[src/rtl/smdg_pkg.sv]
package smdg_pkg;
  parameter int DATA_W = 8;
  parameter int NODE_N = 8;
  localparam int IDX_W = $clog2(NODE_N);
  localparam int LINK_W = IDX_W + 2;

  typedef enum logic [2:0] {
    OP_ADD = 3'd0, OP_SUB = 3'd1, OP_PASS = 3'd2, OP_STEER = 3'd3,
    OP_CLONE = 3'd4, OP_REDIRECT = 3'd5, OP_RELEASE = 3'd6
  } op_e;

  typedef struct packed {
    logic full;
    logic isPtr;
    logic [DATA_W-1:0] val;
  } tok_t;

  typedef struct packed {
    logic en;
    logic [IDX_W-1:0] node;
    logic port;
  } link_t;

  typedef struct packed {
    logic used;
    op_e op;
    tok_t [1:0] inTok;
    link_t [1:0] link;
  } node_t;

  typedef struct packed {
    logic fire;
    logic [IDX_W-1:0] node;
    logic alu;
    logic clone;
    logic redirect;
    logic release_;
  } ctl_t;

  localparam logic [1:0] ERR_TAG = 2'd1;
  localparam logic [1:0] ERR_POOL = 2'd2;
endpackage

[src/rtl/smdgCtrl.sv]
module smdgCtrl import smdg_pkg::*; (
  input  logic clk,
  input  logic rstN,
  input  logic ldValid,
  input  logic [NODE_N-1:0] readyVec,
  input  op_e opVec [NODE_N],
  output ctl_t ctl
);
  logic [IDX_W-1:0] rrPtr;

  always_comb begin
    ctl = '0;
    for (int k = 0; k < NODE_N; k++) begin
      if (!ctl.fire && readyVec[(int'(rrPtr) + k) % NODE_N]) begin
        ctl.fire = 1'b1;
        ctl.node = IDX_W'((int'(rrPtr) + k) % NODE_N);
      end
    end
    if (ldValid) ctl.fire = 1'b0;
    ctl.alu      = ctl.fire && (opVec[ctl.node] == OP_ADD || opVec[ctl.node] == OP_SUB);
    ctl.clone    = ctl.fire && opVec[ctl.node] == OP_CLONE;
    ctl.redirect = ctl.fire && opVec[ctl.node] == OP_REDIRECT;
    ctl.release_ = ctl.fire && opVec[ctl.node] == OP_RELEASE;
  end

  always_ff @(posedge clk) begin
    if (!rstN) rrPtr <= '0;
    else if (ctl.fire) rrPtr <= IDX_W'((int'(ctl.node) + 1) % NODE_N);
  end
endmodule

[src/rtl/smdgDatapath.sv]
module smdgDatapath import smdg_pkg::*; (
  input  logic clk,
  input  logic rstN,
  input  ctl_t ctl,
  input  logic ldValid,
  input  logic [IDX_W-1:0] ldNode,
  input  logic [2:0] ldOp,
  input  logic [LINK_W-1:0] ldLink0,
  input  logic [LINK_W-1:0] ldLink1,
  input  logic injValid,
  input  logic [IDX_W-1:0] injNode,
  input  logic injPort,
  input  logic injPtr,
  input  logic [DATA_W-1:0] injData,
  output logic injReady,
  output logic [NODE_N-1:0] readyVec,
  output logic [NODE_N-1:0] usedVec,
  output op_e opVec [NODE_N],
  output logic resValid,
  output logic resPtr,
  output logic [DATA_W-1:0] resData,
  output logic errValid,
  output logic [1:0] errCode
);
  node_t tbl [NODE_N];
  node_t cur;
  tok_t a, b;
  tok_t [1:0] outTok;
  logic [1:0] outEn;
  logic [IDX_W-1:0] aIdx, bIdx, freeIdx;
  logic typeErr, anyFree, errNow, injHit;
  logic [DATA_W-1:0] aluVal;

  function automatic logic [1:0] emitMask(node_t n);
    case (n.op)
      OP_ADD, OP_SUB, OP_PASS: emitMask = 2'b11;
      OP_STEER: emitMask = (n.inTok[1].val != '0) ? 2'b01 : 2'b10;
      OP_CLONE: emitMask = 2'b01;
      default: emitMask = 2'b00;
    endcase
  endfunction

  // readiness: operands present and every target slot empty
  always_comb begin
    for (int i = 0; i < NODE_N; i++) begin
      logic needTwo, blocked;
      logic [1:0] em;
      needTwo = tbl[i].op inside {OP_ADD, OP_SUB, OP_STEER, OP_REDIRECT};
      em = emitMask(tbl[i]);
      blocked = 1'b0;
      for (int e = 0; e < 2; e++)
        if (em[e] && tbl[i].link[e].en &&
            tbl[tbl[i].link[e].node].inTok[tbl[i].link[e].port].full)
          blocked = 1'b1;
      readyVec[i] = tbl[i].used && tbl[i].inTok[0].full &&
                    (!needTwo || tbl[i].inTok[1].full) && !blocked;
      usedVec[i] = tbl[i].used;
      opVec[i] = tbl[i].op;
    end
  end

  // firing node evaluation
  always_comb begin
    cur = tbl[ctl.node];
    a = cur.inTok[0];
    b = cur.inTok[1];
    aIdx = a.val[IDX_W-1:0];
    bIdx = b.val[IDX_W-1:0];
    typeErr = 1'b0;
    if (ctl.alu) typeErr = a.isPtr | b.isPtr;
    if (ctl.clone | ctl.release_) typeErr = !a.isPtr;
    if (ctl.redirect) typeErr = !(a.isPtr & b.isPtr);
    anyFree = 1'b0;
    freeIdx = '0;
    for (int i = NODE_N - 1; i >= 0; i--)
      if (!tbl[i].used) begin
        anyFree = 1'b1;
        freeIdx = IDX_W'(i);
      end
    errNow = ctl.fire && (typeErr || (ctl.clone && !anyFree));
    aluVal = (cur.op == OP_SUB) ? a.val - b.val : a.val + b.val;
    outTok[0] = a;
    outTok[1] = a;
    if (ctl.alu) begin
      outTok[0] = {1'b1, 1'b0, aluVal};
      outTok[1] = outTok[0];
    end
    if (ctl.clone) outTok[0] = {1'b1, 1'b1, DATA_W'(freeIdx)};
    outEn = (ctl.fire && !errNow) ? emitMask(cur) : 2'b00;
    injHit = 1'b0;
    for (int e = 0; e < 2; e++)
      if (outEn[e] && cur.link[e].en && cur.link[e].node == injNode &&
          cur.link[e].port == injPort)
        injHit = 1'b1;
    if (ctl.release_ && !errNow && aIdx == injNode) injHit = 1'b1;
    injReady = tbl[injNode].used && !tbl[injNode].inTok[injPort].full && !injHit;
  end

  always_ff @(posedge clk) begin
    if (!rstN) begin
      for (int i = 0; i < NODE_N; i++) tbl[i] <= '0;
      resValid <= 1'b0;
      resPtr <= 1'b0;
      resData <= '0;
      errValid <= 1'b0;
      errCode <= '0;
    end else begin
      resValid <= 1'b0;
      errValid <= 1'b0;
      if (injValid && injReady)
        tbl[injNode].inTok[injPort] <= {1'b1, injPtr, injData};
      if (ctl.fire) begin
        tbl[ctl.node].inTok <= '0;
        if (errNow) begin
          errValid <= 1'b1;
          errCode <= typeErr ? ERR_TAG : ERR_POOL;
        end
        for (int e = 0; e < 2; e++)
          if (outEn[e]) begin
            if (cur.link[e].en)
              tbl[cur.link[e].node].inTok[cur.link[e].port] <= outTok[e];
            else if (e == 0) begin
              resValid <= 1'b1;
              resPtr <= outTok[0].isPtr;
              resData <= outTok[0].val;
            end
          end
        if (ctl.clone && !errNow) begin
          tbl[freeIdx].used <= 1'b1;
          tbl[freeIdx].op <= tbl[aIdx].op;
          tbl[freeIdx].inTok <= '0;
          tbl[freeIdx].link <= tbl[aIdx].link;
        end
        if (ctl.redirect && !errNow) tbl[aIdx].link[0] <= {1'b1, bIdx, 1'b0};
        if (ctl.release_ && !errNow) tbl[aIdx] <= '0;
      end
      if (ldValid) begin
        tbl[ldNode].used <= 1'b1;
        tbl[ldNode].op <= op_e'(ldOp);
        tbl[ldNode].inTok <= '0;
        tbl[ldNode].link[0] <= link_t'(ldLink0);
        tbl[ldNode].link[1] <= link_t'(ldLink1);
      end
    end
  end
endmodule

[src/rtl/smdgEngine.sv]
module smdgEngine import smdg_pkg::*; (
  input  logic clk,
  input  logic rstN,
  input  logic ldValid,
  input  logic [IDX_W-1:0] ldNode,
  input  logic [2:0] ldOp,
  input  logic [LINK_W-1:0] ldLink0,
  input  logic [LINK_W-1:0] ldLink1,
  input  logic injValid,
  input  logic [IDX_W-1:0] injNode,
  input  logic injPort,
  input  logic injPtr,
  input  logic [DATA_W-1:0] injData,
  output logic injReady,
  output logic resValid,
  output logic resPtr,
  output logic [DATA_W-1:0] resData,
  output logic errValid,
  output logic [1:0] errCode
);
  ctl_t ctl;
  logic [NODE_N-1:0] readyVec;
  logic [NODE_N-1:0] usedVec;
  op_e opVec [NODE_N];

  smdgCtrl uCtrl (
    .clk(clk), .rstN(rstN), .ldValid(ldValid), .readyVec(readyVec),
    .opVec(opVec), .ctl(ctl)
  );

  smdgDatapath uDp (
    .clk(clk), .rstN(rstN), .ctl(ctl), .ldValid(ldValid), .ldNode(ldNode),
    .ldOp(ldOp), .ldLink0(ldLink0), .ldLink1(ldLink1), .injValid(injValid),
    .injNode(injNode), .injPort(injPort), .injPtr(injPtr), .injData(injData),
    .injReady(injReady), .readyVec(readyVec), .usedVec(usedVec), .opVec(opVec),
    .resValid(resValid), .resPtr(resPtr), .resData(resData),
    .errValid(errValid), .errCode(errCode)
  );
endmodule

[config.mk]
export PLATFORM = sky130hd
export DESIGN_NAME = smdgEngine
export DESIGN_NICKNAME = d
export VERILOG_FILES = /design/src/rtl/smdg_pkg.sv /design/src/rtl/smdgCtrl.sv /design/src/rtl/smdgDatapath.sv /design/src/rtl/smdgEngine.sv
export SDC_FILE = /design/constraint.sdc
export NUM_CORES = 1
export LEC_CHECK = 0
export BUFFER_PORTS_ARGS = -buffer_cell sky130_fd_sc_hd__buf_2
export CORE_MARGIN = 3
export CORE_UTILIZATION = 45
export CTS_CLUSTER_SIZE = 24
export DETAILED_ROUTE_END_ITERATION = 8
export SKIP_LAST_GASP = 1
export SYNTH_ARGS = -nofsm -noshare
export SYNTH_HDL_FRONTEND = slang
export SYNTH_HIERARCHICAL = 1
export SYNTH_SLANG_ARGS = --single-unit
[constraint.sdc]
create_clock -name clk -period 10.08 [get_ports clk]
set_input_delay 0 -clock clk [delete_from_list [all_inputs] [get_ports clk]]
set_output_delay 0 -clock clk [all_outputs]
set_load 0.01 [all_outputs]
==> flow_summary.json <==
{
  "commonest_non_fill_non_tap_cells_in_the_layout": "sky130_fd_sc_hd__nand2_1, sky130_fd_sc_hd__nor2_1, sky130_fd_sc_hd__dfxtp_1",
  "path_clk_slew_ns": 0.06,
  "syn_nets": 2697,
  "final.setup.tns_ns": 0,
  "p_leak_nw": 8.853,
  "global_route_wire_length_before_repair_um": 177700,
  "rsz0062_at_grt": "false",
  "worst_path_class_setup": "register to register",
  "nets": 2674,
  "chipWidth_um": 233.6,
  "global_route.usage.met3_pct": 21.06,
  "port_buffers": 46,
  "critPathArrivalTime_ns": 10.01,
  "relSlewSlack_pct": 17.55,
  "tritoncts": "yes",
  "number_of_global_route_vias_before_repair": 23480,
  "grt_antenna_before_repair": 7,
  "largest_net_degree_at_the_start_of_global_routing": 39,
  "clk-insertion-delay-late_ns": 0.59,
  "maxCapViolations": 0,
  "start_util_pct": 46.00,
  "numClockSinks": 288,
  "worst-path-max-fanout": 37,
  "worst_path_most_repeated_cell": "sky130_fd_sc_hd__mux4_2",
  "timing_hold_violations_final": 0,
  "use_met2_pct": 61.10,
  "synth_area_um2": 23310,
  "clock.fmax_ghz": 0.1015,
  "worst_hold_path_type": "input pin to register",
  "flow.area_growth_from_synthesis_pct": 9.687,
  "die_height_um": 233.6,
  "final_common_cell": "sky130_fd_sc_hd__nand2_1",
  "top_usage_layer": "met1",
  "row_count": 82,
  "critical_path.startpoint_type": "register",
  "globalRoute.totalOverflow": 0,
  "critical-path-max-stage-delay_ns": 0.81,
  "run_status": "complete, no violations",
  "power.total_mw": 9.139,
  "clock_tree.buffer_depth": 3,
  "clock-skew-final_ns": 0.02672,
  "worstSetupEndpointType": "register",
  "ioPinCount": 47,
  "dp.final_hpwl_um": 96070,
  "worstMarginPinSlew_ns": 1.224,
  "timing.final.setup_violations": 0,
  "gp_congestion": 1.099,
  "final-max-slew-violation-count": 0,
  "synth_warnings": 6,
  "htreeDepth": 2,
  "drt_drc_violations_left": 0,
  "groute.usage.overall_pct": 45.86,
  "dp_worst_setup_slack_ns": 0.4912,
  "fin_crit_ns": 9.852,
  "post_route_fraction_of_the_period_consumed_by_the_critical_path_pct": 97.74,
  "globalRouteMet1Util_pct": 61.74,
  "core_um2": 50680,
  "synth.avg_cell_area_um2": 8.791,
  "cts_inserted_buffers": 38,
  "first_pass_drt_iterations": 6,
  "postRouteWirelength_um": 128200,
  "post_synth_inst_count": 2652,
  "detail_route.wl_per_cell_um": 38.47,
  "drt_first_iter_violations": 4977,
  "antenna_left": 0,
  "timing.critical_path.slowest_stage_cell": "sky130_fd_sc_hd__nor2_2",
  "vdd_ir_drop_max_mv": 0.3089,
  "via_count": 25640,
  "avgViaCountPerCell": 7.690,
  "setup_slack_ns": 0.2278,
  "crit_required_ns": 10.23,
  "fp.dieArea_um2": 54580,
  "clock-root-buffer": "sky130_fd_sc_hd__clkbuf_16",
  "drive_above_1_share_pct": 17.46,
  "power_density_nw_per_um2": 357.4,
  "list_of_cells_traversed_by_the_critical_path": "mux4_2 > mux4_2 > nand4b_1 > o2111ai_1 > a41oi_1 > mux4_2 > inv_1 > a311o_1 > nand3_1 > nor2_1 > o211ai_1 > o211a_4 > buf_4 > mux4_2 > mux2i_4 > buf_4 > nand2b_1 > or2_2 > o22ai_1 > nor2_2 > nand2_1",
  "post_cts_setup_driven_buffer_insertion_count": 0
}
[worst max-delay path, delay by kind of cell, from the launching register on]
kind | cells | cell delay [ns]
simple gates | 7 | 2.72
flops | 1 | 0.64
mux | 5 | 2.55
buf+inv | 3 | 1.09
compound gates | 6 | 2.29
[state kept, by name, indices dropped and copies added (netlist names)]
register,count
uDp/tbl,272
uDp/errCode,2
uDp/errValid,1
uDp/resPtr,1
uDp/resValid,1
uDp/resData,8
uCtrl/rrPtr,3
[power by group]
group / switching (mW) / internal [mW] / total [mW]
logic: 4.37 / 1.81 / 6.18
registers: 0.235 / 1.33 / 1.56
clock network: 0.586 / 0.811 / 1.40
[layout make-up]
type	instances	area, um2
clock buffers	49	1042
repair buffers	189	1391
well taps	672	840.8
multi-input cells	2056	15070
fillers	4879	25110
diodes	5	12.51
flip-flops and latches	288	6807
clock inverters	19	198.9
inverters	56	210.2
[metal layers]
metal / share of wire, % / wire (um)
met1: 38 / 48420
met2: 38 / 49340
met3: 17 / 22430
met4: 6.2 / 8004
met5: 0.044 / 56
[worst paths after layout]
path / depth (start not counted) / slack (ns) / startpoint / end
min reg2reg: 2 / 0.46 / uDp/tbl[1][13] / uDp/tbl[1][13]
max reg2reg: 21 / 0.23 / uDp/tbl[2][19] / uDp/tbl[3][30]
min: 2 / 0.07 / rstN / uDp/resData[1]
max: 21 / 0.23 / uDp/tbl[2][19] / uDp/tbl[3][30]
[metrics by stage]
step / area [um2] / util, % / cells / hold slack [ns]
after floorplan: 23310 / - / 2652 / 0.1356
after global routing: 25560 / 50.43 / 3330 / 0.07055
after global placement: 24060 / 47.47 / 3236 / 0.3784
after CTS: 25550 / 50.42 / 3329 / 0.02235
after detailed placement: 24060 / 47.47 / 3236 / 0.3959
final: 25570 / 50.45 / 3334 / 0.06561
[timing repair]
action                                  CTS  global route
hold buffers                             25             0
endpoints found under the setup margin    0            22
resized for setup                         0             2
hold endpoints to repair                138             0
Power figures use the tool's default switching activity.
